[config.mk]
export PLATFORM = sky130hd
export DESIGN_NAME = rw_start_arbiter
export DESIGN_NICKNAME = d
export VERILOG_FILES = /design/src/rtl/rwa_pkg.sv /design/src/rtl/rwa_grant.sv /design/src/rtl/rwa_hit.sv /design/src/rtl/rwa_merge.sv /design/src/rtl/rw_start_arbiter.sv
export SDC_FILE = /design/constraint.sdc
export NUM_CORES = 1
export LEC_CHECK = 0
export ABC_CLOCK_PERIOD_IN_PS = 1700
export BUFFER_PORTS_ARGS = -buffer_cell sky130_fd_sc_hd__buf_2
export CAP_MARGIN = 20
export CORE_AREA = 2 2 94 87
export CTS_CLUSTER_SIZE = 8
export DETAILED_ROUTE_END_ITERATION = 8
export DIE_AREA = 0 0 96 89
export PLACE_DENSITY_LB_ADDON = 0.1
export SKIP_CTS_REPAIR_TIMING = 1
export SLEW_MARGIN = 25
export SYNTH_ARGS = -nofsm -noshare
export SYNTH_HDL_FRONTEND = slang
export SYNTH_SLANG_ARGS = --single-unit
[constraint.sdc]
create_clock -name clk -period 1.7 [get_ports clk]
set_clock_uncertainty 0.1 [all_clocks]
set_input_delay 0.255 -clock clk [delete_from_list [all_inputs] [get_ports clk]]
set_output_delay 0.255 -clock clk [all_outputs]
set_load 0.01 [all_outputs]
[src/rtl/rwa_pkg.sv]
package rwa_pkg;

    // Kind of burst started on an edge; also the arbiter's one-edge history.
    typedef enum logic [1:0] {
        OP_NONE = 2'd0,
        OP_RD   = 2'd1,
        OP_WR   = 2'd2
    } op_e;

    typedef struct packed {
        logic rd;
        logic wr;
    } start_t;

    // A burst spans two edges, so the kind that just started is not eligible.
    // Read is checked first: with both eligible the history must be idle.
    function automatic op_e pick_op(input logic rq, input logic wq, input op_e last);
        logic rd_ok;
        logic wr_ok;
        rd_ok = rq && (last != OP_RD);
        wr_ok = wq && (last != OP_WR);
        if (rd_ok) return OP_RD;
        if (wr_ok) return OP_WR;
        return OP_NONE;
    endfunction

endpackage

[src/rtl/rwa_grant.sv]
module rwa_grant
    import rwa_pkg::*;
#(
    parameter int ADDR_W = 20
) (
    input  logic              clk,
    input  logic              rst,
    input  logic              rd_req,
    input  logic              wr_req,
    input  logic [ADDR_W-1:0] addr,
    output start_t            start,
    output logic              rd_win,
    output logic [ADDR_W-1:0] rd_addr,
    output logic [ADDR_W-1:0] wr_addr
);

    op_e last_op;
    op_e nxt_op;

    always_comb nxt_op = pick_op(rd_req, wr_req, last_op);

    always_ff @(posedge clk) begin
        if (rst) begin
            last_op <= OP_NONE;
            rd_addr <= '0;
            wr_addr <= '0;
        end else begin
            last_op <= nxt_op;
            if (nxt_op == OP_RD) rd_addr <= addr;
            if (nxt_op == OP_WR) wr_addr <= addr;
        end
    end

    assign start.rd = (last_op == OP_RD);
    assign start.wr = (last_op == OP_WR);
    assign rd_win   = (nxt_op == OP_RD);

    // both requested and no read just started -> read next
    a_r3_read_wins: assert property (@(posedge clk) disable iff (rst)
        (rd_req && wr_req && !start.rd) |=> start.rd);
    // both requested right after a read -> write next
    a_r4_write_after_read: assert property (@(posedge clk) disable iff (rst)
        (rd_req && wr_req && start.rd) |=> start.wr);
    // no two reads or two writes on consecutive edges
    a_r7_no_rd_repeat: assert property (@(posedge clk) disable iff (rst)
        start.rd |=> !start.rd);
    a_r7_no_wr_repeat: assert property (@(posedge clk) disable iff (rst)
        start.wr |=> !start.wr);
    // start addresses come from the shared bus at the winning edge
    a_r8_rd_addr: assert property (@(posedge clk) disable iff (rst)
        rd_win |=> (rd_addr == $past(addr)));
    a_r8_wr_addr: assert property (@(posedge clk) disable iff (rst)
        (wr_req && !rd_win && !start.wr) |=> (wr_addr == $past(addr)));

endmodule

[src/rtl/rwa_hit.sv]
module rwa_hit #(
    parameter int ADDR_W = 20
) (
    input  logic              clk,
    input  logic              rst,
    input  logic              rd_win,
    input  logic              wr_started,
    input  logic              rd_started,
    input  logic [ADDR_W-1:0] addr,
    input  logic [ADDR_W-1:0] wr_addr,
    input  logic [ADDR_W-1:0] rd_addr,
    output logic              fwd_pend
);

    logic same_addr;

    assign same_addr = (wr_addr == addr);

    // Flag for the read now starting: the write began on the edge just before.
    always_ff @(posedge clk) begin
        if (rst) fwd_pend <= 1'b0;
        else     fwd_pend <= rd_win && wr_started && same_addr;
    end

    // a forward hit only ever belongs to a read just started
    a_r9_hit_with_read: assert property (@(posedge clk) disable iff (rst)
        fwd_pend |-> rd_started);
    // and that read targets the address of the write just started
    a_r9_hit_same_addr: assert property (@(posedge clk) disable iff (rst)
        fwd_pend |-> (rd_addr == wr_addr));
    // no hit unless a write started on the previous edge
    a_r10_hit_needs_write: assert property (@(posedge clk) disable iff (rst)
        !wr_started |=> !fwd_pend);

endmodule

[src/rtl/rwa_merge.sv]
module rwa_merge #(
    parameter int BYTE_W    = 8,
    parameter int NUM_BYTES = 4
) (
    input  logic                        clk,
    input  logic                        rst,
    input  logic                        rd_started,
    input  logic                        fwd_pend,
    input  logic [NUM_BYTES*BYTE_W-1:0] arr_rdata,
    input  logic [NUM_BYTES*BYTE_W-1:0] wbuf_data,
    input  logic [NUM_BYTES-1:0]        wbuf_mask,
    output logic                        rd_valid,
    output logic [NUM_BYTES*BYTE_W-1:0] rd_data,
    output logic                        rd_fwd
);

    localparam int DATA_W = NUM_BYTES * BYTE_W;

    logic [DATA_W-1:0] merged;

    for (genvar g = 0; g < NUM_BYTES; g++) begin : g_byte
        logic take_wr;
        assign take_wr = fwd_pend && wbuf_mask[g];
        assign merged[g*BYTE_W +: BYTE_W] = take_wr ? wbuf_data[g*BYTE_W +: BYTE_W]
                                                    : arr_rdata[g*BYTE_W +: BYTE_W];

        // a masked byte of a forwarded read comes from the write register
        a_r9_byte_from_write: assert property (@(posedge clk) disable iff (rst)
            (rd_started && fwd_pend && wbuf_mask[g]) |=>
                (rd_data[g*BYTE_W +: BYTE_W] == $past(wbuf_data[g*BYTE_W +: BYTE_W])));
        // an unmasked byte still comes from the array
        a_r9_byte_from_array: assert property (@(posedge clk) disable iff (rst)
            (rd_started && !(fwd_pend && wbuf_mask[g])) |=>
                (rd_data[g*BYTE_W +: BYTE_W] == $past(arr_rdata[g*BYTE_W +: BYTE_W])));
    end

    always_ff @(posedge clk) begin
        if (rst) begin
            rd_valid <= 1'b0;
            rd_fwd   <= 1'b0;
            rd_data  <= '0;
        end else begin
            rd_valid <= rd_started;
            rd_fwd   <= rd_started && fwd_pend;
            if (rd_started) rd_data <= merged;
        end
    end

    // one valid word per read start, one cycle later
    a_r11_valid_after_start: assert property (@(posedge clk) disable iff (rst)
        rd_started |=> rd_valid);
    a_r11_no_stray_valid: assert property (@(posedge clk) disable iff (rst)
        !rd_started |=> !rd_valid);
    // an unforwarded read leaves the array word untouched
    a_r10_plain_word: assert property (@(posedge clk) disable iff (rst)
        (rd_started && !fwd_pend) |=> (!rd_fwd && rd_data == $past(arr_rdata)));

endmodule

[src/rtl/rw_start_arbiter.sv]
module rw_start_arbiter
    import rwa_pkg::*;
#(
    parameter int ADDR_W    = 20,
    parameter int BYTE_W    = 8,
    parameter int NUM_BYTES = 4
) (
    input  logic                        clk,
    input  logic                        rst,
    input  logic                        rd_sel,
    input  logic                        wr_sel,
    input  logic [ADDR_W-1:0]           addr,
    input  logic [NUM_BYTES*BYTE_W-1:0] wbuf_data,
    input  logic [NUM_BYTES-1:0]        wbuf_mask,
    input  logic [NUM_BYTES*BYTE_W-1:0] arr_rdata,
    output logic                        rd_start,
    output logic [ADDR_W-1:0]           rd_addr,
    output logic                        wr_start,
    output logic [ADDR_W-1:0]           wr_addr,
    output logic                        rd_valid,
    output logic [NUM_BYTES*BYTE_W-1:0] rd_data,
    output logic                        rd_fwd
);

    start_t            start;
    logic              rd_win;
    logic              fwd_pend;
    logic [ADDR_W-1:0] rd_addr_q;
    logic [ADDR_W-1:0] wr_addr_q;

    rwa_grant #(.ADDR_W(ADDR_W)) u_grant (
        .clk     (clk),
        .rst     (rst),
        .rd_req  (rd_sel),
        .wr_req  (wr_sel),
        .addr    (addr),
        .start   (start),
        .rd_win  (rd_win),
        .rd_addr (rd_addr_q),
        .wr_addr (wr_addr_q)
    );

    rwa_hit #(.ADDR_W(ADDR_W)) u_hit (
        .clk        (clk),
        .rst        (rst),
        .rd_win     (rd_win),
        .wr_started (start.wr),
        .rd_started (start.rd),
        .addr       (addr),
        .wr_addr    (wr_addr_q),
        .rd_addr    (rd_addr_q),
        .fwd_pend   (fwd_pend)
    );

    rwa_merge #(.BYTE_W(BYTE_W), .NUM_BYTES(NUM_BYTES)) u_merge (
        .clk        (clk),
        .rst        (rst),
        .rd_started (start.rd),
        .fwd_pend   (fwd_pend),
        .arr_rdata  (arr_rdata),
        .wbuf_data  (wbuf_data),
        .wbuf_mask  (wbuf_mask),
        .rd_valid   (rd_valid),
        .rd_data    (rd_data),
        .rd_fwd     (rd_fwd)
    );

    assign rd_start = start.rd;
    assign wr_start = start.wr;
    assign rd_addr  = rd_addr_q;
    assign wr_addr  = wr_addr_q;

    // a cycle after reset nothing is in flight
    a_r1_quiet_after_reset: assert property (@(posedge clk)
        rst |=> (!rd_start && !wr_start && !rd_valid && !rd_fwd));

endmodule

=== After elaboration in Yosys (flattened, before gate mapping) ===
Index checks and enable logic that the tools add are counted.

* Register bits: 77
* Bits in latches: 0
* Bits in writable memories: 0
* Memory bits (read-only): 0
* Input bits: 92
* Word-level logic and storage cells: 34
* Memories: 0

* $add $sub $neg: 0
* Multiply operators: 0
* Div/mod/pow operators: 0
* Order comparisons: 0
* Eq/ne operators: 7
* Shift operators: 0
* Muxes and demuxes: 11
* Bitwise logic cells: 0
* Reduce and logical (&&, ||, !) cells: 9

{| class="wikitable"
|+ Operator list
! operator !! number
|-
| 8-bit 2-to-1 mux || 4
|-
| 20-bit equality test || 1
|-
| 1-bit logical AND || 9
|-
| 2-bit 2-to-1 mux || 4
|-
| 2-bit by 1-bit equality test with 1-bit output, second input constant || 2
|-
| 2-bit equality test, second input constant || 2
|-
| 1-bit 2-to-1 mux || 3
|-
| 2-bit by 1-bit inequality test with 1-bit output, second input constant || 1
|-
| 2-bit inequality test, second input constant || 1
|}

=== Depth between registers and ports, before layout ===
Gate-level depths: netlist of run 1.

* Word-level depth: 9
* Mapped depth: 6
* Gate-level depth less buffers: 4

=== Modules after synthesis ===
From an unflattened synthesis of run 1, not the netlist that was laid out.

* Cell total of the unflattened synthesis: 408
* Area, all modules: 3,767.4 µm²

{| class="wikitable"
|+ By module, submodules not included
! module !! times used !! cells an instance !! area each (µm²)
|-
| rwa_merge || 1 || 190 || 1,764.2
|-
| rwa_grant || 1 || 189 || 1,752.9
|-
| rwa_hit || 1 || 29 || 250.2
|}

=== Least setup slack after synthesis of run 1 ===
No wires, ideal clock.

* Kind: register to register
* From: register u_grant.last_op[1]
* To: register u_merge.rd_data[13]
* Library setup time: 0.145 ns
* Arrival: 0.999 ns
* Slack: 0.456 ns
* Cell stages (with the launch flop): 6
* Buffers on the path: 2
* Cell sequence: dfxtp_1 -> nand2b_4 -> inv_2 -> buf_4 -> buf_2 -> a311oi_2

* Word-level cells in the longest chain between the ends: 1

{| class="wikitable"
|+ Ends and longest elaborated chain
! what !! line !! RTL
|-
| start: declaration || rwa_grant.sv:17 || <nowiki>op_e last_op;</nowiki>
|-
| start signal: assignment || rwa_grant.sv:28 || <nowiki>last_op <= nxt_op;</nowiki>
|-
| 2-bit by 1-bit equality test with 1-bit output || rwa_grant.sv:34 || <nowiki>assign start.rd = (last_op == OP_RD);</nowiki>
|-
| end signal: assignment || rwa_merge.sv:45 || <nowiki>if (rd_started) rd_data <= merged;</nowiki>
|-
| end: declaration || rwa_merge.sv:13 || <nowiki>output logic [NUM_BYTES*BYTE_W-1:0] rd_data,</nowiki>
|}

No other way between the ends.
A chain may end at the register's enable or synchronous reset.

=== Worst setup path after layout of run 1 ===
* From: register u_grant.last_op[0]
* To: output rd_start

* Word-level cells in the longest chain between the ends: 1

{| class="wikitable"
|+ Ends and longest elaborated chain
! what !! line !! RTL
|-
| 2-bit by 1-bit equality test with 1-bit output || rwa_grant.sv:34 ||
|-
| end: declaration || rw_start_arbiter.sv:16 || <nowiki>output logic rd_start,</nowiki>
|}

No other way between the ends.

==> results of run 1 <==
cell type report:
type | instances | area, um^2
Clock inverter | 3 | 42.5
Sequential cell | 77 | 1540
Tap cell | 96 | 120
Inverter | 2 | 10.0
Fill cell | 687 | 3000
Timing Repair Buffer | 180 | 983
Multi-Input combinational cell | 292 | 1610
Clock buffer | 13 | 169
critical path: cells and delay by family (launching register included):
family                 cells  cell delay, ps
AND/OR/NAND/NOR            1             100
buffers and inverters      2             350
flip-flops                 1             430
synth_stat cells (5+ instances only):
cell type   n  share of area [%]
a21oi_1    40                6.0
a311oi_1   22                5.8
a311oi_2   10                4.5
buf_2      11                1.7
clkbuf_1   18                2.0
dfxtp_1    77                 46
nand2_1    77                8.7
nand3_1    52                7.8
nor2_1     34                3.8
o21ai_1    18                2.7
xnor2_1     5                1.3
xor2_1     15                4.0
metrics by stage:
step | instances | util (%)
floorplan | 406 | -
global placement | 647 | 57.0
detailed placement | 647 | 57.0
CTS | 663 | 59.9
global route | 663 | 59.9
finish | 663 | 59.9
layer usage:
layer	share of wire (%)	up-vias	track usage (%)
met2	45	135	32.0
met1	46	1572	31.7
met3	7.7	15	4.97
met5	0	-	0
li1	-	1731	-
met4	1.7	0	7.79
state kept, by name (all words and copies together) (netlist names):
| name | cells |
|---|---|
| u_grant.last_op | 2 |
| u_grant.rd_addr | 20 |
| u_grant.wr_addr | 20 |
| u_hit.fwd_pend | 1 |
| u_merge.rd_data | 32 |
| u_merge.rd_fwd | 1 |
| u_merge.rd_valid | 1 |
how the worst max path moves through the flow:
stage	start	end	slack, ps
2_1_floorplan	u_grant.last_op[1]$_SDFF_PP0_	u_merge.rd_data[13]$_SDFFE_PP0P_	460
3_3_place_gp	u_grant.last_op[1]$_SDFF_PP0_	u_merge.rd_data[18]$_SDFFE_PP0P_	270
3_5_place_dp	u_grant.last_op[1]$_SDFF_PP0_	u_merge.rd_data[23]$_SDFFE_PP0P_	140
4_1_cts	u_grant.last_op[0]$_SDFF_PP0_	rd_start	5
5_1_grt	u_grant.last_op[1]$_SDFF_PP0_	rd_start	40
6_report	u_grant.last_op[0]$_SDFF_PP0_	rd_start	120
where the power goes:
part | total, mW | switching, mW | internal, mW
Clock | 1.46 | 0.665 | 0.798
Combinational | 0.722 | 0.409 | 0.313
Sequential | 1.98 | 0.0669 | 1.92
cell families after synthesis:
logic type | share of synthesized area, %
AO/OA/AOI/OAI | 19.8
XOR/XNOR | 5.28
buffers and inverters | 5.05
flip-flops | 46.5
AND/OR/NAND/NOR | 23.4
==> impl_metrics.csv, run 1 <==
group,metric,value,unit
synth,synth.distinct_cells,25,
final_layout,final_common_cell,"buf_2",
drt,ant_nets,0,
drt,totalWireLength,9670,um
final_layout,final_nets,654,
placed_design,post-dp-hpwl,6780,um
timing,timing.hold.ws,67.1,ps
worst_setup_path,timing.reg2reg.setup_slack,220,ps
drt,wl_per_cell,14.6,um
timing,rsz0062_at_grt,"no",
floorplanning,floorplan.die.height,89,um
final_layout,area_growth,34.9,%
worst_setup_path,path_cells,"nand2b_4, inv_4, buf_2",
grt,grt_pass1_vias,2969,
drt,drt-pass1-iter-count,5,
synth,async_flop_share,0,%
job,cap_violations,0,
timing,finalSetupViolCount,0,
worst_setup_path,worst_r2r_path_depth,5,
worst_hold_path,min_to,"u_grant.rd_addr[4]$_SDFFE_PP0N_",
floorplanning,io_pins,168,
worst_setup_path,critPathLaunchType,"flip-flop",
grt,track_usage,21.9,%
worst_hold_path,hold_depth,3,
worst_setup_path,critical_path_class,"flip-flop to output pin",
power_and_ir_drop,vdd_drop_max,0.375,mV
power_and_ir_drop,leakage,2.06,nW
timing,tns,0,ps
clock_tree,clk_transition_reported_paths,80,ps
run_status,outcome,"finished, final reports clean",
grt,antenna_found_initial,0,
drt,drc,0,
worst_setup_path,crit_slowest_cell,"dfxtp_1",
final_layout,drive_above_1_share,36.7,%
worst_setup_path,cp_data_required_time,1340,ps
floorplanning,die-area,0.00854,mm^2
grt,grt_overflow,0,
grt,grt_pass1_wl,14600,um
worst_hold_path,hp-start,"addr[4]",
synth,synth_edf_count,0,
grt,grt_max_degree,38,
synth,ys_ff_latch,77,
floorplanning,die_w,96,um
floorplanning,initial_core_util,44.4,%
floorplanning,core,0.00747,mm^2
worst_setup_path,arrival,1230,ps
synth,seq_area_frac_synth,46.5,%
clock_tree,h-tree-depth,3,
synth,avgSynthCellArea,8.17,um^2
placed_design,port_buffers,167,
placed_design,post-place-ws,139,ps
clock_tree,clk_latency,340,ps
drt,num_vias,3453,
final_layout,layout_common_cells,"167 x buf_2, 77 x nand2_1, 77 x dfxtp_1",
timing,fmax,633,MHz
synth,syn_area,0.00332,mm^2
clock_tree,cts_buffer_depth,2,
worst_setup_path,path_max_fanout,18,
power_and_ir_drop,power.density,932,mW/mm^2
worst_setup_path,critPathMaxStageDelay,430,ps
synth,yosysWarnings,0,
timing,period_needed,1580,ps
timing,hold_violations,0,
drt,routed_via_density,5.21,
synth,synth_nets,498,
clock_tree,cts_made_buffers,9,
final_layout,final_area,0.00447,mm^2
drt,initialDrtViolationCount,136,
power_and_ir_drop,p_total,4.17,mW
placed_design,place_area,0.00426,mm^2
timing,slew_headroom,64.4,%
worst_setup_path,endpoint_kind,"output pin",
timing,worstMarginPinSlew,534,ps
worst_setup_path,r2r_end,"u_merge.rd_data[23]$_SDFFE_PP0P_",
synth,syn_inst,406,
clock_tree,clkSinkCount,77,
synth,ys.flop_type,"dfxtp_1",
final_layout,num_antenna_cells,0,
timing,slew_viol_final,0,
floorplanning,row_count,30,
worst_setup_path,reg2reg_from,"u_grant.last_op[0]$_SDFF_PP0_",
clock_tree,cts_tree,"built",
clock_tree,clockRootBuffer,"clkbuf_8",
worst_hold_path,hp-class,"input pin to flip-flop",
timing,fin_ws,119,ps
timing,min_period_over_period,93.0,%
placed_design,gp_congestion,0.801,
Note: power is estimated with default switching activity, not from simulation.
==> run 2, diff against run 1 <==
Settings changed: ABC_AREA from default to 1, ABC_CLOCK_PERIOD_IN_PS 1700 to 1400, CORE_AREA 2 2 94 87 to 2 2 97 90, DIE_AREA 0 0 96 89 to 0 0 99 92.
Clock period 1.7 ns to 1.4 ns, I/O delays scaled along.
==> run 2 against run 1 <==
  * The flow now finishes with violations (negative setup slack)
  * Setup slack got worse by 160 ps
  * Synthesized cell count is 7.4% higher
  * Critical endpoint unchanged
  * Clock-buffer cell count down 2
  * Non-clock buffer count rose by 13
  * Cell area is 3.0% higher
  * Hold slack worse by 39 ps
  * Register-to-register slack lost 160 ps
  * Critical path depth increased by 1
  * Wire length fell by 2.8%
==> impl_metrics.csv, run 2 <==
group,metric,value,unit
power_and_ir_drop,leakage,2.37,nW
timing,worstMarginPinSlew,269,ps
clock_tree,clockRootBuffer,"clkbuf_8",
final_layout,layout_common_cells,"165 x buf_2, 111 x nand2_1, 74 x dfxtp_1",
timing,fmax,696,MHz
timing,slew_viol_final,0,
power_and_ir_drop,seq_power_share,45.2,%
floorplanning,die_w,99,um
grt,antenna_found_initial,0,
synth,synth.distinct_cells,23,
drt,wl_per_cell,13.0,um
synth,synth_top_family_by_area,"compound AO/OA/AOI/OAI gates",
worst_hold_path,min_to,"u_merge.rd_data[6]$_SDFFE_PP0P_",
final_layout,final_area,0.00461,mm^2
final_layout,final_common_cell,"buf_2",
synth,ys_ff_latch,77,
synth,synth_nets,528,
floorplanning,io_pins,168,
synth,async_flop_share,0,%
grt,track_usage,19.8,%
drt,initialDrtViolationCount,165,
worst_setup_path,worst_r2r_path_depth,7,
run_status,violations,"negative setup slack",
synth,syn_inst,436,
worst_setup_path,reg2reg_from,"u_grant.last_op[0]$_SDFF_PP0_",
final_layout,post-route-util,56.2,%
power_and_ir_drop,p_sw_share,25.2,%
worst_setup_path,r2r_end,"u_merge.rd_data[28]$_SDFFE_PP0P_",
synth,ys.flop_type,"dfxtp_1",
final_layout,drive_above_1_share,36.3,%
placed_design,port_buffers,167,
synth,synth_xor_area_share,1.35,%
synth,synth_edf_count,0,
power_and_ir_drop,power.density,1170,mW/mm^2
drt,drc,0,
synth,synthTopCellsByArea,"dfxtp_1 48%, nand2_1 13%, a31oi_1 6.2%",
final_layout,area_growth,42.3,%
synth,synthAdderAreaFrac,0,%
floorplanning,row_count,32,
synth,synth_compound_area_share,23.2,%
grt,grt_overflow,0,
floorplanning,core,0.00821,mm^2
worst_setup_path,arrival,1130,ps
final_layout,reg.largest.list,"u_merge.rd_data (32), u_grant.rd_addr (20), u_grant.wr_addr (20)",
power_and_ir_drop,p_sw,1.36,mW
synth,synth_top_cell_area_share,47.6,%
timing,hold_violations,0,
synth,synthMuxAreaShare,0,%
worst_hold_path,hold_depth,3,
timing,timing.hold.ws,27.9,ps
worst_hold_path,hp-class,"input pin to flip-flop",
synth,avgSynthCellArea,7.43,um^2
final_layout,largest_register,"u_merge.rd_data",
drt,drt-pass1-iter-count,4,
clock_tree,cts_tree,"built",
timing,finalSetupViolCount,1,
synth,syn_area,0.00324,mm^2
worst_setup_path,critPathBufInv,3,
floorplanning,floorplan.die.height,92,um
drt,routed.top_layer,"met4",
synth,yosysWarnings,0,
synth,seq_area_frac_synth,47.6,%
power_and_ir_drop,p_total,5.40,mW
drt,wl_met3,694,um
placed_design,post-dp-hpwl,6870,um
clock_tree,clk_latency,340,ps
worst_setup_path,path_cells,"inv_2, nor2_4, buf_12, buf_6",
worst_setup_path,endpoint_kind,"output pin",
drt,drt-met1-wl,4120,um
drt,routed_via_density,4.82,
timing,period_needed,1440,ps
clock_tree,cts_made_buffers,9,
floorplanning,die-area,0.00911,mm^2
worst_setup_path,cp_data_required_time,1090,ps
run_status,outcome,"complete, but fails checks",
timing,min_period_over_period,103,%
timing,slew_headroom,82.1,%
floorplanning,initial_core_util,39.5,%
timing,fin_ws,-36.5,ps
worst_setup_path,critPathMaxStageDelay,350,ps
worst_hold_path,hp-start,"arr_rdata[6]",
worst_setup_path,path_max_fanout,6,
worst_setup_path,critical_path_class,"flip-flop to output pin",
drt,totalWireLength,9400,um
worst_setup_path,timing.reg2reg.setup_slack,60,ps
job,cap_violations,0,
synth,yosys-top-cells-count,"111 x nand2_1, 77 x dfxtp_1, 39 x inv_1, 39 x o21ai_1, 34 x o21ai_0",
timing,rsz0062_at_grt,"yes",
clock_tree,clkSinkCount,77,
power_and_ir_drop,power.share.clock,37.8,%
final_layout,final_nets,710,
placed_design,place_area,0.00424,mm^2
synth,yosys.area_share.simple,18.8,%
worst_setup_path,path_delay_family,"flip-flops",
final_layout,num_antenna_cells,0,
power_and_ir_drop,combinationalPowerShare,17.0,%
drt,num_vias,3489,
grt,grt_pass1_vias,3098,
final_layout,fill_cells,817,
worst_setup_path,crit_slowest_cell,"dfxtp_2",
placed_design,gp_congestion,0.798,
drt,wl_met2,4490,um
clock_tree,cts_buffer_depth,2,
worst_setup_path,crit_start,"u_grant.last_op[0]$_SDFF_PP0_",
power_and_ir_drop,internal_power,4.04,mW
grt,grt_max_degree,41,
power_and_ir_drop,vdd_drop_max,0.588,mV
synth,yosys.cell_count.top_type,"nand2_1",
final_layout,largest_reg_flops,32,
clock_tree,h-tree-depth,3,
worst_setup_path,critPathLaunchType,"flip-flop",
clock_tree,clk_transition_reported_paths,80,ps
synth,synth_top_area_cell,"dfxtp_1",
drt,ant_nets,0,
grt,grt_pass1_wl,14600,um
==> run 2: cell types whose count changed in the layout (fill, tap and decap cells not counted), moves of 5 or more <==
cell	delta
a311oi_2	-10
a31oi_1	+32
buf_4	+10
a21oi_1	-11
nor2_1	-5
inv_1	+38
nand2_2	+5
o21ai_0	+31
xor2_1	-11
a311oi_1	-22
nand2_1	+34
nand3_1	-50
o21ai_1	+21
==> run 2: worst max path at each step <==
stage,endpoint,slack (ps),cells past startpoint
floorplan,u_grant.wr_addr[11]$_SDFFE_PP0N_,190,5
global placement,u_grant.wr_addr[11]$_SDFFE_PP0N_,120,6
detailed placement,u_grant.wr_addr[16]$_SDFFE_PP0N_,80,6
CTS,rd_start,-210,4
global route,rd_start,-100,4
finish,rd_start,-40,4
==> run 2: logic make-up after synthesis <==
logic type,Yosys count
compound gates,139
xor+xnor,5
simple gates,151
flops,77
buf+inv,64
==> run 2: final cells by class <==
type,count,area (um^2),share of cell area (%)
Multi-Input combinational cell,295,1420,30.7
Clock inverter,4,95.1,2.06
Timing Repair Buffer,193,1120,24.2
Sequential cell,77,1550,33.5
Tap cell,102,128,2.77
Inverter,42,158,3.42
Clock buffer,11,151,3.28
==> run 2: routing by layer <==
layer  GRT usage [%]  vias to the layer above
li1                -                     1804
met1            25.3                     1551
met2            32.3                      128
met3            6.40                        6
met4            5.25                        0
met5               0                        -
==> run 2: metrics by stage <==
stage | TNS (ps) | setup slack [ps] | std cells
2_1_floorplan | 0 | 193 | 436
3_3_place_gp | 0 | 117 | 698
3_5_place_dp | 0 | 80.4 | 698
4_1_cts | -258 | -207 | 713
5_1_grt | -142 | -104 | 724
6_report | -36.5 | -36.5 | 724
==> run 2: power groups by stage <==
stage,combinational (mW),clock [mW],sequential (mW)
2_1_floorplan,0.390,0,2.56
3_3_place_gp,0.861,0,2.49
3_5_place_dp,0.876,0,2.49
4_1_cts,0.881,2.10,2.45
5_1_grt,1.01,2.22,2.47
6_report,0.917,2.04,2.44
==> run 2: worst min-delay path, stage by stage <==
cell and delay (ps):
buf_2 90, nand2_1 50, a31oi_1 70
